File: src/rtl/mdma_pkg.sv
package mdma_pkg;
    localparam int AW = 32;
    localparam int DW = 32;

    typedef enum logic [2:0] {
        SEL_START = 3'd0,
        SEL_XLEN  = 3'd1,
        SEL_XSTEP = 3'd2,
        SEL_YLEN  = 3'd3,
        SEL_YSTEP = 3'd4,
        SEL_CFG   = 3'd5,
        SEL_CLR   = 3'd6
    } reg_sel_e;

    typedef struct packed {
        logic       row_irq;
        logic       irq_en;
        logic       two_d;
        logic [1:0] size;
        logic       writes;
        logic       enable;
    } cfg_t;

    typedef struct packed {
        logic running;
        logic irq;
        logic done;
    } stat_t;

    function automatic logic [AW-1:0] advance(logic [AW-1:0] a, logic [15:0] m);
        return a + {{(AW-16){m[15]}}, m};
    endfunction
endpackage

File: src/rtl/mdma_fifo.sv
module mdma_fifo #(
    parameter int DEPTH = 8,
    parameter int WIDTH = 32,
    localparam int PW = (DEPTH > 1) ? $clog2(DEPTH) : 1,
    localparam int FW = $clog2(DEPTH + 1)
) (
    input  logic             clk,
    input  logic             rst,
    input  logic             push,
    input  logic             pop,
    input  logic [WIDTH-1:0] din,
    output logic [WIDTH-1:0] dout,
    output logic             full,
    output logic             empty,
    output logic [FW-1:0]    fill
);
    logic [WIDTH-1:0] store [DEPTH];
    logic [PW-1:0]    wp, rp;

    function automatic logic [PW-1:0] nxt(logic [PW-1:0] p);
        return (p == PW'(DEPTH - 1)) ? '0 : p + 1'b1;
    endfunction

    always_ff @(posedge clk) begin
        if (push) store[wp] <= din;
    end

    always_ff @(posedge clk) begin
        if (rst) begin
            wp   <= '0;
            rp   <= '0;
            fill <= '0;
        end else begin
            if (push) wp <= nxt(wp);
            if (pop)  rp <= nxt(rp);
            case ({push, pop})
                2'b10:   fill <= fill + 1'b1;
                2'b01:   fill <= fill - 1'b1;
                default: fill <= fill;
            endcase
        end
    end

    assign dout  = store[rp];
    assign full  = (fill == FW'(DEPTH));
    assign empty = (fill == '0);
endmodule

File: src/rtl/mdma_chan.sv
module mdma_chan
    import mdma_pkg::*;
#(
    parameter bit IS_DST = 1'b0
) (
    input  logic          clk,
    input  logic          rst,
    input  logic          wr_en,
    input  logic [2:0]    wr_sel,
    input  logic [DW-1:0] wr_data,
    input  logic          step,
    output logic          busy,
    output logic [AW-1:0] cur_addr,
    output logic [1:0]    cur_size,
    output stat_t         stat
);
    logic [AW-1:0] r_start;
    logic [15:0]   r_xlen, r_xstep, r_ylen, r_ystep;

    logic [AW-1:0] w_addr;
    logic [15:0]   w_xcnt, w_ycnt, w_xlen, w_xstep, w_ystep;
    logic [1:0]    w_size;
    logic          w_irq_en, w_row_irq;
    stat_t         st;

    cfg_t new_cfg;
    logic go, zero_len;

    assign new_cfg  = cfg_t'(wr_data[6:0]);
    assign go       = wr_en && (wr_sel == SEL_CFG) && new_cfg.enable
                      && (new_cfg.writes == IS_DST) && !st.running;
    assign zero_len = (r_xlen == '0) || (new_cfg.two_d && (r_ylen == '0));

    always_ff @(posedge clk) begin
        if (rst) begin
            r_start <= '0; r_xlen <= '0; r_xstep <= '0; r_ylen <= '0; r_ystep <= '0;
            w_addr <= '0; w_xcnt <= '0; w_ycnt <= '0; w_xlen <= '0;
            w_xstep <= '0; w_ystep <= '0; w_size <= '0;
            w_irq_en <= 1'b0; w_row_irq <= 1'b0;
            st <= '0;
        end else begin
            if (wr_en) begin
                case (wr_sel)
                    SEL_START: r_start <= wr_data;
                    SEL_XLEN:  r_xlen  <= wr_data[15:0];
                    SEL_XSTEP: r_xstep <= wr_data[15:0];
                    SEL_YLEN:  r_ylen  <= wr_data[15:0];
                    SEL_YSTEP: r_ystep <= wr_data[15:0];
                    SEL_CLR: begin
                        if (wr_data[0]) st.done <= 1'b0;
                        if (wr_data[1]) st.irq  <= 1'b0;
                    end
                    default: ;
                endcase
            end
            if (go) begin
                if (zero_len) begin
                    st.done <= 1'b1;
                    if (new_cfg.irq_en) st.irq <= 1'b1;
                end else begin
                    st.running <= 1'b1;
                    w_addr     <= r_start;
                    w_xcnt     <= r_xlen;
                    w_xlen     <= r_xlen;
                    w_ycnt     <= new_cfg.two_d ? r_ylen : 16'd1;
                    w_xstep    <= r_xstep;
                    w_ystep    <= r_ystep;
                    w_size     <= new_cfg.size;
                    w_irq_en   <= new_cfg.irq_en;
                    w_row_irq  <= new_cfg.row_irq & new_cfg.two_d;
                end
            end
            if (step && st.running) begin
                if (w_xcnt != 16'd1) begin
                    w_addr <= advance(w_addr, w_xstep);
                    w_xcnt <= w_xcnt - 1'b1;
                end else if (w_ycnt != 16'd1) begin
                    w_addr <= advance(w_addr, w_ystep);
                    w_xcnt <= w_xlen;
                    w_ycnt <= w_ycnt - 1'b1;
                    if (w_irq_en && w_row_irq) st.irq <= 1'b1;
                end else begin
                    st.running <= 1'b0;
                    st.done    <= 1'b1;
                    if (w_irq_en) st.irq <= 1'b1;
                end
            end
        end
    end

    assign busy     = st.running;
    assign cur_addr = w_addr;
    assign cur_size = w_size;
    assign stat     = st;
endmodule

File: src/rtl/mdma_pair.sv
module mdma_pair
    import mdma_pkg::*;
#(
    parameter int DEPTH = 8,
    localparam int FW = $clog2(DEPTH + 1)
) (
    input  logic          clk,
    input  logic          rst,
    input  logic          reg_wr,
    input  logic [3:0]    reg_addr,
    input  logic [DW-1:0] reg_wdata,
    output logic          mem_req,
    output logic          mem_we,
    output logic [AW-1:0] mem_addr,
    output logic [1:0]    mem_size,
    output logic [DW-1:0] mem_wdata,
    input  logic          mem_gnt,
    input  logic [DW-1:0] mem_rdata,
    output logic          irq,
    output logic [2:0]    src_status,
    output logic [2:0]    dst_status
);
    logic          ch_busy [2];
    logic [AW-1:0] ch_addr [2];
    logic [1:0]    ch_size [2];
    stat_t         ch_stat [2];
    logic          ch_step [2];

    logic          fifo_full, fifo_empty;
    logic [FW-1:0] fifo_fill;
    logic          rd_want, wr_want;

    for (genvar c = 0; c < 2; c++) begin : g_chan
        mdma_chan #(.IS_DST(c == 1)) u_chan (
            .clk      (clk),
            .rst      (rst),
            .wr_en    (reg_wr && (reg_addr[3] == 1'(c))),
            .wr_sel   (reg_addr[2:0]),
            .wr_data  (reg_wdata),
            .step     (ch_step[c]),
            .busy     (ch_busy[c]),
            .cur_addr (ch_addr[c]),
            .cur_size (ch_size[c]),
            .stat     (ch_stat[c])
        );
    end

    assign rd_want = ch_busy[0] && !fifo_full;
    assign wr_want = ch_busy[1] && !fifo_empty;

    assign mem_req  = rd_want || wr_want;
    assign mem_we   = wr_want;
    assign mem_addr = wr_want ? ch_addr[1] : ch_addr[0];
    assign mem_size = wr_want ? ch_size[1] : ch_size[0];

    assign ch_step[1] = wr_want && mem_gnt;
    assign ch_step[0] = rd_want && !wr_want && mem_gnt;

    mdma_fifo #(.DEPTH(DEPTH), .WIDTH(DW)) u_fifo (
        .clk   (clk),
        .rst   (rst),
        .push  (ch_step[0]),
        .pop   (ch_step[1]),
        .din   (mem_rdata),
        .dout  (mem_wdata),
        .full  (fifo_full),
        .empty (fifo_empty),
        .fill  (fifo_fill)
    );

    assign src_status = ch_stat[0];
    assign dst_status = ch_stat[1];
    assign irq        = ch_stat[0].irq || ch_stat[1].irq;
endmodule

File: config.mk
export PLATFORM = sky130hd
export DESIGN_NAME = mdma_pair
export DESIGN_NICKNAME = d
export VERILOG_FILES = /design/src/rtl/mdma_pkg.sv /design/src/rtl/mdma_fifo.sv /design/src/rtl/mdma_chan.sv /design/src/rtl/mdma_pair.sv
export SDC_FILE = /design/constraint.sdc
export NUM_CORES = 2
export LEC_CHECK = 0
export BUFFER_PORTS_ARGS = -buffer_cell sky130_fd_sc_hd__buf_2
export CAP_MARGIN = 20
export CORE_AREA = 10 10 275 277
export DETAILED_ROUTE_END_ITERATION = 12
export DIE_AREA = 0 0 285 287
export GPL_TIMING_DRIVEN = 0
export HOLD_SLACK_MARGIN = 0.1
export PLACE_DENSITY = 0.65
export SLEW_MARGIN = 20
export SYNTH_ARGS = -nofsm -noshare
export SYNTH_HDL_FRONTEND = slang
export SYNTH_SLANG_ARGS = --single-unit
File: constraint.sdc
create_clock -name clk -period 5.7 [get_ports clk]
set_input_delay 1.14 -clock clk [delete_from_list [all_inputs] [get_ports clk]]
set_output_delay 1.14 -clock clk [all_outputs]
set_load 0.01 [all_outputs]
==> results.tsv <==
metric	value	unit
hpwl	87000	µm
r2r_start	g_chan[1].u_chan.w_xstep[15]	
drc_errors	0	
drt_iter0_drc	3855	
yosys-top-cells-area	dfxtp_1, edfxtp_1, nand2_1, a21oi_1, ha_1	
ys_seq_elements	699	
critPathMaxStageDelay	0.82	ns
dieArea	81800	µm²
htreeDepth	3	
portBuffers	136	
ctsResizeCount	0	
start_util	0.498	
grt_use_total	0.280	
cts_inserted_buffers	76	
avgSynthCellArea	9.25	µm²
antenna_found_initial	10	
hold_ws	0.447	ns
p_switching	2370	µW
layout_common_cells	nand2_1, a21oi_1, dfxtp_1	
reg2reg_slack	1.42	ns
synth_area_leader_cell	dfxtp_1	
status	finished, final reports clean	
overflow	0	
avgRoutedWirePerCell	23.5	µm
synthCells	3762	
drv_slew	0	
setup_viol	0	
die_width	285	µm
dr.pass1.iters	6	
cts_sinks	699	
power.leakage	0.0149	µW
cp.required	4.56	ns
die_h	287	µm
ys_warn_count	0	
num_io_pins	147	
hold_violations	0	
nNetsFinal	4230	
slowest_stage	buf_1	
design_area	39500	µm²
vias_per_cell	5.99	
fp-row-count	97	
synth_edf_count	256	
yosysTopAreaCellShare	0.255	
cts_tree	done	
drive_gt1_frac	0.115	
clock_skew	0.0151	ns
synth_flop_cell	dfxtp_1	
rsz0062_at_grt	false	
worst_slew_pin_slew	1.16	ns
min_to	g_chan[0].u_chan.w_xstep[7]	
gp_congestion	0.957	
min_path_type	register to register	
clk_pin_slew	0.06	ns
path_cells	clkbuf_1 -> buf_1 -> mux4_2 -> mux2_2 -> buf_2	
antenna_left	0	
power_density	264	nW/µm²
slew_headroom	0.217	
reg2reg_to	g_chan[1].u_chan.cur_addr[29]	
ctsLongestPathBuffers	3	
async_reset_ff_frac	0	
core_area	69800	µm²
peakVddDrop	273	µV
layout_commonest_cell	nand2_1	
p_comb_frac	0.026	
syn_to_final_growth	13.5	%
crit_path_end_kind	output pin	
maxCapViolCount	0	
switching_share	0.227	
critPathLaunchType	register	
pwr-share-clk	0.475	
drt-total-wl	118000	µm
crit_arrival	3.41	ns
pwr-share-seq	0.499	
clk_latency	0.64	ns
synth_area	34800	µm²
cts_root_buffer	clkbuf_16	
hp-start	g_chan[0].u_chan.r_xstep[7]	
grt_start_max_net_pins	20	
whs_path_depth	2	
seq_area_frac_synth	0.476	
cts_setup_buffers	0	
path_class	register to output pin	
synth_cell_type_count	91	
placed_cell_area	37000	µm²
grt_first_pass_wirelength	176000	µm
cp_max_fo	10	
post-route-period-util	0.798	
num_vias	30100	
period_minus_slack	4.55	ns
power.internal	8050	µW
reg2reg_depth	11	
grt_pass1_vias	28700	
fmax	0.220	GHz
ctsHoldBuffers	0	
syn_nets	3977	
## synthesized netlist by cell type (all sizes together), types with 58 or more instances
master,instances
a21oi,533
mux4,64
clkbuf,177
o21ai,118
xnor2,79
ha,138
edfxtp,256
mux2i,58
nor2,210
nor3,61
xor2,60
nand2,883
dfxtp,443
## power by group through the flow
stage               Sequential, µW  Clock (µW)  Combinational, µW
finish                        5200        4950                274
global route                  5200        5170                286
CTS                           5200        4980                266
detailed placement            5300           0                265
global placement              5300           0                261
floorplan                     5300           0                115
## through the flow
stage / worst slack, ns / power [µW] / TNS [ns] / utilization / std cells
final: 1.15 / 10400 / 0 / 0.566 / 5017
after global routing: 0.881 / 10700 / 0 / 0.566 / 5013
after CTS: 1.08 / 10400 / 0 / 0.566 / 5012
after detailed placement: 1.14 / 5570 / 0 / 0.531 / 4877
after global placement: -3.47 / 5570 / -497.14 / 0.525 / 4838
after floorplan: 0.285 / 5420 / 0 / - / 3762
## per-layer routing
| layer | track usage | vias to the layer above | routed length, µm | share of wire |
|---|---|---|---|---|
| met3 | 0.0659 | 222 | 12900 | 0.11 |
| met1 | 0.384 | 14300 | 49500 | 0.42 |
| met2 | 0.436 | 1436 | 52100 | 0.44 |
| li1 | - | 14000 | - | - |
| met4 | 0.0826 | 12 | 3430 | 0.029 |
| met5 | 0 | - | 67 | 0.00057 |
## worst max path at each step
stage	end	depth (start not counted)	slack [ns]	start
3_5_place_dp	u_fifo.store[6][27]	9	1.14	mem_gnt
4_1_cts	mem_wdata[0]	5	1.08	register
5_1_grt	mem_wdata[0]	5	0.88	register
2_1_floorplan	u_fifo.store[1][0]	3	0.28	mem_gnt
3_3_place_gp	u_fifo.store[1][29]	4	-3.47	mem_gnt
6_report	mem_wdata[0]	5	1.15	register
## logic make-up (layout without fill, tap and decap cells)
| family | after synthesis | in the layout | share of synthesized area |
|---|---|---|---|
| muxes | 156 | 156 | 0.0691 |
| other | 0 | 5 | 0 |
| xor gates and xnor gates | 139 | 139 | 0.0350 |
| buffers and inverters | 268 | 578 | 0.0307 |
| AOI/OAI and AO/OA | 984 | 984 | 0.169 |
| DFF | 699 | 699 | 0.476 |
| and+or+nand+nor | 1373 | 1373 | 0.167 |
| adders and majority gates | 143 | 143 | 0.0525 |
## registers in the layout (all words and copies together), names as in the netlist, 32 cells and up, named ones only
signal	cells
u_fifo.store	256
g_chan.u_chan.r_xlen	32
g_chan.u_chan.w_xcnt	32
g_chan.u_chan.cur_addr	64
g_chan.u_chan.w_xstep	32
g_chan.u_chan.r_start	64
g_chan.u_chan.w_ycnt	32
g_chan.u_chan.r_ystep	32
g_chan.u_chan.r_ylen	32
g_chan.u_chan.w_ystep	32
g_chan.u_chan.w_xlen	32
g_chan.u_chan.r_xstep	32
## worst max-delay path: cells and delay by family (launching register included)
kind,cells,cell delay (ns)
buffers and inverters,3,1.56
flip-flops,1,0.30
multiplexers,2,0.91
## final cells by class
cell class / count / area [µm²]
tap: 940 / 1180
multi-input combinational: 2795 / 17200
sequential: 699 / 16600
buffer: 228 / 925
clock inverter: 42 / 433
clock buffer: 93 / 2020
fill: 6314 / 30300
timing repair buffer: 175 / 997
inverter: 40 / 150
antenna: 5 / 12.5
No activity file was read; power rests on OpenSTA's default activity.
